File: config.mk
export PLATFORM = sky130hd
export DESIGN_NAME = golomb_scan_dec
export DESIGN_NICKNAME = d
export VERILOG_FILES = /design/src/rtl/golomb_dec_pkg.sv /design/src/rtl/golomb_word_parse.sv /design/src/rtl/golomb_run_expand.sv /design/src/rtl/golomb_ref_xor.sv /design/src/rtl/golomb_scan_dec.sv
export SDC_FILE = /design/constraint.sdc
export NUM_CORES = 1
export LEC_CHECK = 0
export ABC_AREA = 1
export BUFFER_PORTS_ARGS = -buffer_cell sky130_fd_sc_hd__buf_2
export CAP_MARGIN = 0
export CORE_AREA = 3 3 53 55
export CTS_BUF_LIST = sky130_fd_sc_hd__clkbuf_8
export DETAILED_ROUTE_END_ITERATION = 12
export DIE_AREA = 0 0 56 58
export GPL_ROUTABILITY_DRIVEN = 0
export PLACE_DENSITY = 0.81
export REMOVE_ABC_BUFFERS = 1
export SLEW_MARGIN = 25
export SYNTH_ARGS = -nofsm -noshare
export SYNTH_HDL_FRONTEND = slang
export SYNTH_HIERARCHICAL = 1
export SYNTH_SLANG_ARGS = --single-unit
File: constraint.sdc
create_clock -name clk -period 5.1 [get_ports clk]
set_clock_uncertainty 0.05 [all_clocks]
set_input_delay 0.51 -clock clk [delete_from_list [all_inputs] [get_ports clk]]
set_output_delay 0.51 -clock clk [all_outputs]
set_load 0.01 [all_outputs]
File: src/rtl/golomb_dec_pkg.sv
package golomb_dec_pkg;
   typedef enum logic [1:0] {
      ST_PREFIX = 2'd0,
      ST_TAIL   = 2'd1,
      ST_RUN    = 2'd2
   } dec_state_e;
endpackage

File: src/rtl/golomb_word_parse.sv
// Parses unary group prefix and binary tail; loads the run length on the last code bit.
module golomb_word_parse
   import golomb_dec_pkg::*;
#(
   parameter int GROUP_M = 4,
   parameter int GRP_W   = 6,
   localparam int TAIL_W  = $clog2(GROUP_M),
   localparam int LEN_W   = GRP_W + TAIL_W
) (
   input  logic             clk,
   input  logic             rst,
   input  logic             take,
   input  logic             code_bit,
   input  logic             run_done,
   output dec_state_e       state,
   output logic             load,
   output logic [LEN_W-1:0] load_len
);
   localparam int  TAIL_RW  = (TAIL_W > 0) ? TAIL_W : 1;
   localparam int  TCNT_W   = $clog2(TAIL_RW + 1);
   localparam bit  HAS_TAIL = (TAIL_W > 0);

   logic [GRP_W-1:0]   grp;
   logic [TAIL_RW-1:0] tail;
   logic [TAIL_RW-1:0] tail_nx;
   logic [TCNT_W-1:0]  tcnt;

   assign tail_nx = TAIL_RW'({tail, code_bit});

   generate
      if (HAS_TAIL) begin : g_tail
         assign load     = take && (state == ST_TAIL) && (tcnt == TCNT_W'(TAIL_W - 1));
         assign load_len = LEN_W'({grp, tail_nx});
      end else begin : g_no_tail
         assign load     = take && (state == ST_PREFIX) && !code_bit;
         assign load_len = LEN_W'(grp);
      end
   endgenerate

   always_ff @(posedge clk) begin
      if (rst) begin
         state <= ST_PREFIX;
         grp   <= '0;
         tail  <= '0;
         tcnt  <= '0;
      end else begin
         case (state)
            ST_PREFIX: begin
               if (take) begin
                  if (code_bit) begin
                     if (grp != '1) grp <= grp + GRP_W'(1);
                  end else if (!HAS_TAIL) begin
                     state <= ST_RUN;
                  end else begin
                     state <= ST_TAIL;
                     tail  <= '0;
                     tcnt  <= '0;
                  end
               end
            end
            ST_TAIL: begin
               if (take) begin
                  tail <= tail_nx;
                  tcnt <= tcnt + TCNT_W'(1);
                  if (load) state <= ST_RUN;
               end
            end
            ST_RUN: begin
               if (run_done) begin
                  state <= ST_PREFIX;
                  grp   <= '0;
               end
            end
            default: state <= ST_PREFIX;
         endcase
      end
   end
endmodule

File: src/rtl/golomb_run_expand.sv
// Down-counter that emits the 0s of a run and flags the closing 1.
module golomb_run_expand #(
   parameter int LEN_W = 8
) (
   input  logic             clk,
   input  logic             rst,
   input  logic             load,
   input  logic [LEN_W-1:0] load_len,
   input  logic             active,
   output logic             last
);
   logic [LEN_W-1:0] cnt;

   assign last = (cnt == '0);

   always_ff @(posedge clk) begin
      if (rst)                 cnt <= '0;
      else if (load)           cnt <= load_len;
      else if (active && !last) cnt <= cnt - LEN_W'(1);
   end
endmodule

File: src/rtl/golomb_ref_xor.sv
// Optional difference-vector reconstruction against the previous pattern.
module golomb_ref_xor #(
   parameter int PAT_LEN = 8,
   parameter bit DIFF_EN = 1'b0
) (
   input  logic clk,
   input  logic rst,
   input  logic valid,
   input  logic dec_bit,
   output logic out_bit
);
   generate
      if (DIFF_EN) begin : g_diff
         logic [PAT_LEN-1:0] ref_sr;
         assign out_bit = dec_bit ^ ref_sr[PAT_LEN-1];
         always_ff @(posedge clk) begin
            if (rst)        ref_sr <= '0;
            else if (valid) ref_sr <= {ref_sr[PAT_LEN-2:0], out_bit};
         end
      end else begin : g_plain
         logic unused_ref;
         assign unused_ref = ^{clk, rst, valid};
         assign out_bit    = dec_bit;
      end
   endgenerate
endmodule

File: src/rtl/golomb_scan_dec.sv
module golomb_scan_dec
   import golomb_dec_pkg::*;
#(
   parameter int GROUP_M = 4,
   parameter int GRP_W   = 6,
   parameter int PAT_LEN = 8,
   parameter bit DIFF_EN = 1'b0
) (
   input  logic clk,
   input  logic rst,
   input  logic in_valid,
   output logic in_ready,
   input  logic in_bit,
   output logic out_valid,
   output logic out_bit
);
   localparam int TAIL_W = $clog2(GROUP_M);
   localparam int LEN_W  = GRP_W + TAIL_W;

   generate
      if (GROUP_M < 1 || (GROUP_M & (GROUP_M - 1)) != 0) begin : g_bad_m
         $error("GROUP_M must be a power of two");
      end
      if (PAT_LEN < 2) begin : g_bad_pat
         $error("PAT_LEN must be at least 2");
      end
      if (GRP_W < 1) begin : g_bad_grp
         $error("GRP_W must be at least 1");
      end
   endgenerate

   dec_state_e       state;
   logic             take;
   logic             load;
   logic [LEN_W-1:0] load_len;
   logic             run_active;
   logic             run_last;
   logic             run_done;

   assign run_active = (state == ST_RUN);
   assign in_ready   = !run_active;
   assign take       = in_valid && in_ready;
   assign run_done   = run_active && run_last;
   assign out_valid  = run_active;

   golomb_word_parse #(.GROUP_M(GROUP_M), .GRP_W(GRP_W)) u_parse (
      .clk(clk), .rst(rst), .take(take), .code_bit(in_bit), .run_done(run_done),
      .state(state), .load(load), .load_len(load_len)
   );

   golomb_run_expand #(.LEN_W(LEN_W)) u_run (
      .clk(clk), .rst(rst), .load(load), .load_len(load_len),
      .active(run_active), .last(run_last)
   );

   golomb_ref_xor #(.PAT_LEN(PAT_LEN), .DIFF_EN(DIFF_EN)) u_ref (
      .clk(clk), .rst(rst), .valid(run_active), .dec_bit(run_last), .out_bit(out_bit)
   );
endmodule

==> impl_metrics.toml <==
[floorplan]
ioPinCount = 7
die_h_microns = 58
core_area_sq_mm = 0.002432
rows = 18
die-area_sq_mm = 0.003248
start_util_pct = 52.57
die_x_microns = 56

[setup_path]
r2r-start = "u_run/cnt[0]$_SDFFE_PP0P_"
reg2reg_slack_ns = 3.13
timing.rr.end = "u_parse/grp[4]$_SDFFE_PP0P_"
cp_data_required_time_ns = 5.20
crit_fanout = 7
path_class = "reg -> reg"
r2r_cells = 13
cp-start-kind = "register"
worstPathArrival_ns = 2.07
crit_path_end_kind = "register"
endpoint = "u_parse/grp[4]$_SDFFE_PP0P_"
crit_start = "u_run/cnt[0]$_SDFFE_PP0P_"

[clock_network]
cts-root-buf = "clkbuf_8"
htreeDepth = 1
holdBufCountCts = 0
cts_resized = 0
path_clk_slew_ns = 0.07
cts_num_sinks = 19
clock_path_buffers = 2
cts_buffers = 3
postCtsSetupRepairBufs = 0
cts_tree = "yes"
insertion_delay_ns = 0.25

[timing]
rsz0062_at_grt = "no"
hold_viol = 0
setup_viol = 0
max_freq_mhz = 506.8
post-route-period-util_pct = 38.69
finalSetupTns_ns = 0
drv_slew = 0
worst_slew_pin_slew_ns = 0.3682
finalCriticalPeriod_ns = 1.973
slew_headroom_pct = 75.29
layout_setup_ws_ns = 3.127

[synth]
ys_top_cells_by_count = "nand2_1 (48), inv_1 (27), nor2_1 (24)"
yosysUniqueCellTypes = 26
syn_area_per_cell_sq_um = 6.299
yosys.area.top_type_share_pct = 29.75
netlist_instances = 203
synth_ff_type = "dfxtp_1"
yosysTopAreaCell = "dfxtp_1"
yosysMostFrequentCell = "nand2_1"
synth_edf_count = 0
synth-seq-cells = 19
synth_area_leaders = "dfxtp_1 (30%), nand2_1 (14%), nand3_1 (9.0%), inv_1 (7.9%), nor2_1 (7.0%)"
synth-warning-count = 6
yosysSeqAreaShare_pct = 29.75
netlist_area_sq_mm = 0.001279
async_reset_ff_share_pct = 0

[drt]
viasPerCell = 5.079
drtIter0Drc = 57
drtPass1Iterations = 4
final_antenna_net_count = 0
vias = 1214
wl_microns = 2492
wl_per_cell_microns = 10.43
drc = 0

[placed_design]
pre_cts_slack_ns = 3.166
dpl.hpwl_microns = 1968
place.port_buffers = 6

[run]
drv_cap = 0

[global_route]
gr-usage-all-layers_pct = 16.98
grt_overflow = 0
grt_pass1_wl_microns = 4491
grt_pass1_vias = 1079
grt_max_degree = 16
antenna_found_initial = 0

[power]
powerDensity_mw_per_mm2 = 217.3
vdd_drop_max_v = 0.0001351
power_switching_w = 0.00007812
power_leakage_nw = 0.6336
switching_share_pct = 26.27
power_frac_seq_pct = 52.6
p_int_w = 0.0002193
combinationalPowerShare_pct = 13.6
clkPwrFrac_pct = 33.8

[finish]
nets = 218
syn2layout_area_growth_pct = 7.045
fillers = 236
drive_gt1_share_pct = 14.83
n_antenna_cell = 0

[min_path]
min_path_type = "reg -> reg"

[status]
outcome = "completed"
-- cells by family (layout without fill, tap and decap cells) --
group	after synthesis	in the layout	synth area share (%)
compound gates	23	23	9.002
xor+xnor	1	1	0.6851
fa+ha+maj	4	4	3.914
buf+inv	36	42	11.25
flops	19	19	29.75
simple gates	120	120	45.40
-- how the worst min path moves through the flow --
stage	cells after the start	endpoint	from
floorplan	2	u_parse/tcnt[1]$_SDFFE_PP0P_	u_parse/tcnt[1]$_SDFFE_PP0P_
global placement	2	u_parse/tcnt[1]$_SDFFE_PP0P_	u_parse/tcnt[1]$_SDFFE_PP0P_
detailed placement	2	u_parse/tcnt[1]$_SDFFE_PP0P_	u_parse/tcnt[1]$_SDFFE_PP0P_
CTS	2	u_parse/tcnt[1]$_SDFFE_PP0P_	u_parse/tcnt[1]$_SDFFE_PP0P_
global route	2	u_parse/tcnt[1]$_SDFFE_PP0P_	u_parse/tcnt[1]$_SDFFE_PP0P_
finish	2	u_parse/tail[0]$_SDFFE_PP0P_	u_parse/tail[0]$_SDFFE_PP0P_
-- per-layer routing --
layer	vias to the layer above	track usage, %	wire length [microns]
li1	648	-	-
met1	544	22.04	1245
met2	20	27.71	1134
met3	2	4.900	100
met4	0	4.746	12
met5	-	0	0
-- layout by cell type (no fill, tap or decap) --
master | Yosys | final
nand3_1 | 23 | 23
nor3_1 | 2 | 2
ha_1 | 4 | 4
inv_1 | 27 | 28
buf_2 | 0 | 6
nand3b_1 | 1 | 1
xnor2_1 | 1 | 1
clkbuf_8 | 0 | 3
nor2_2 | 6 | 6
nor3b_1 | 1 | 1
dfxtp_1 | 19 | 19
or2_0 | 1 | 1
a21oi_1 | 15 | 15
nand2_1 | 48 | 48
nand2_4 | 3 | 3
o21ai_0 | 6 | 6
nor2_4 | 1 | 1
o21ai_1 | 2 | 2
nor2_1 | 24 | 24
nand4_1 | 3 | 3
nand3b_2 | 1 | 1
inv_2 | 4 | 4
nor2_8 | 1 | 1
clkinv_2 | 1 | 1
nand2_2 | 5 | 5
-- final cells by class --
cell class	instances	area, sq um	share of cell area [%]
timing repair buffer	6	30.03	2.194
clock inverter	1	3.754	0.2742
multi-input combinational	148	754.5	55.12
tap	30	37.54	2.742
inverter	32	121.4	8.867
clock buffer	3	41.29	3.016
sequential	19	380.4	27.79
-- per-stage QoR --
step / instances / instance area [sq um] / total power, W / util [%] / hold WS, ns
4_1_cts: 239 / 1369 / 0.0003029 / 56.28 / 0.4206
6_report: 239 / 1369 / 0.0002974 / 56.28 / 0.4187
3_3_place_gp: 235 / 1324 / 0.0002002 / 54.42 / 0.4006
5_1_grt: 239 / 1369 / 0.0003142 / 56.28 / 0.4580
2_1_floorplan: 199 / 1256 / 0.0001901 / - / 0.3849
3_5_place_dp: 235 / 1324 / 0.0002003 / 54.42 / 0.4108
-- registers in the layout, summed over array words and instances (netlist names) --
name           flops
u_parse/tail       1
u_run/cnt          8
u_parse/tcnt       2
u_parse/grp        6
u_parse/state      2
-- worst max-delay path, cell delays in order, from the launching register on --
cell,delay (ns)
dfxtp_1,0.33
inv_1,0.19
ha_1,0.19
nand2_1,0.07
nor2_1,0.18
inv_1,0.07
nor2_2,0.09
inv_1,0.04
nand3_1,0.11
nand2_2,0.10
nor2_8,0.15
nand2_4,0.09
o21ai_0,0.16
nor2_1,0.05
-- power by group through the flow --
| stage | registers [W] | clock network [W] | logic (W) |
|---|---|---|---|
| 2_1_floorplan | 0.000159 | 0 | 0.0000311 |
| 3_3_place_gp | 0.000160 | 0 | 0.0000403 |
| 3_5_place_dp | 0.000160 | 0 | 0.0000404 |
| 4_1_cts | 0.000156 | 0.000106 | 0.0000405 |
| 5_1_grt | 0.000157 | 0.000111 | 0.0000460 |
| 6_report | 0.000157 | 0.000100 | 0.0000405 |
No activity file was read; power rests on OpenSTA's default activity.
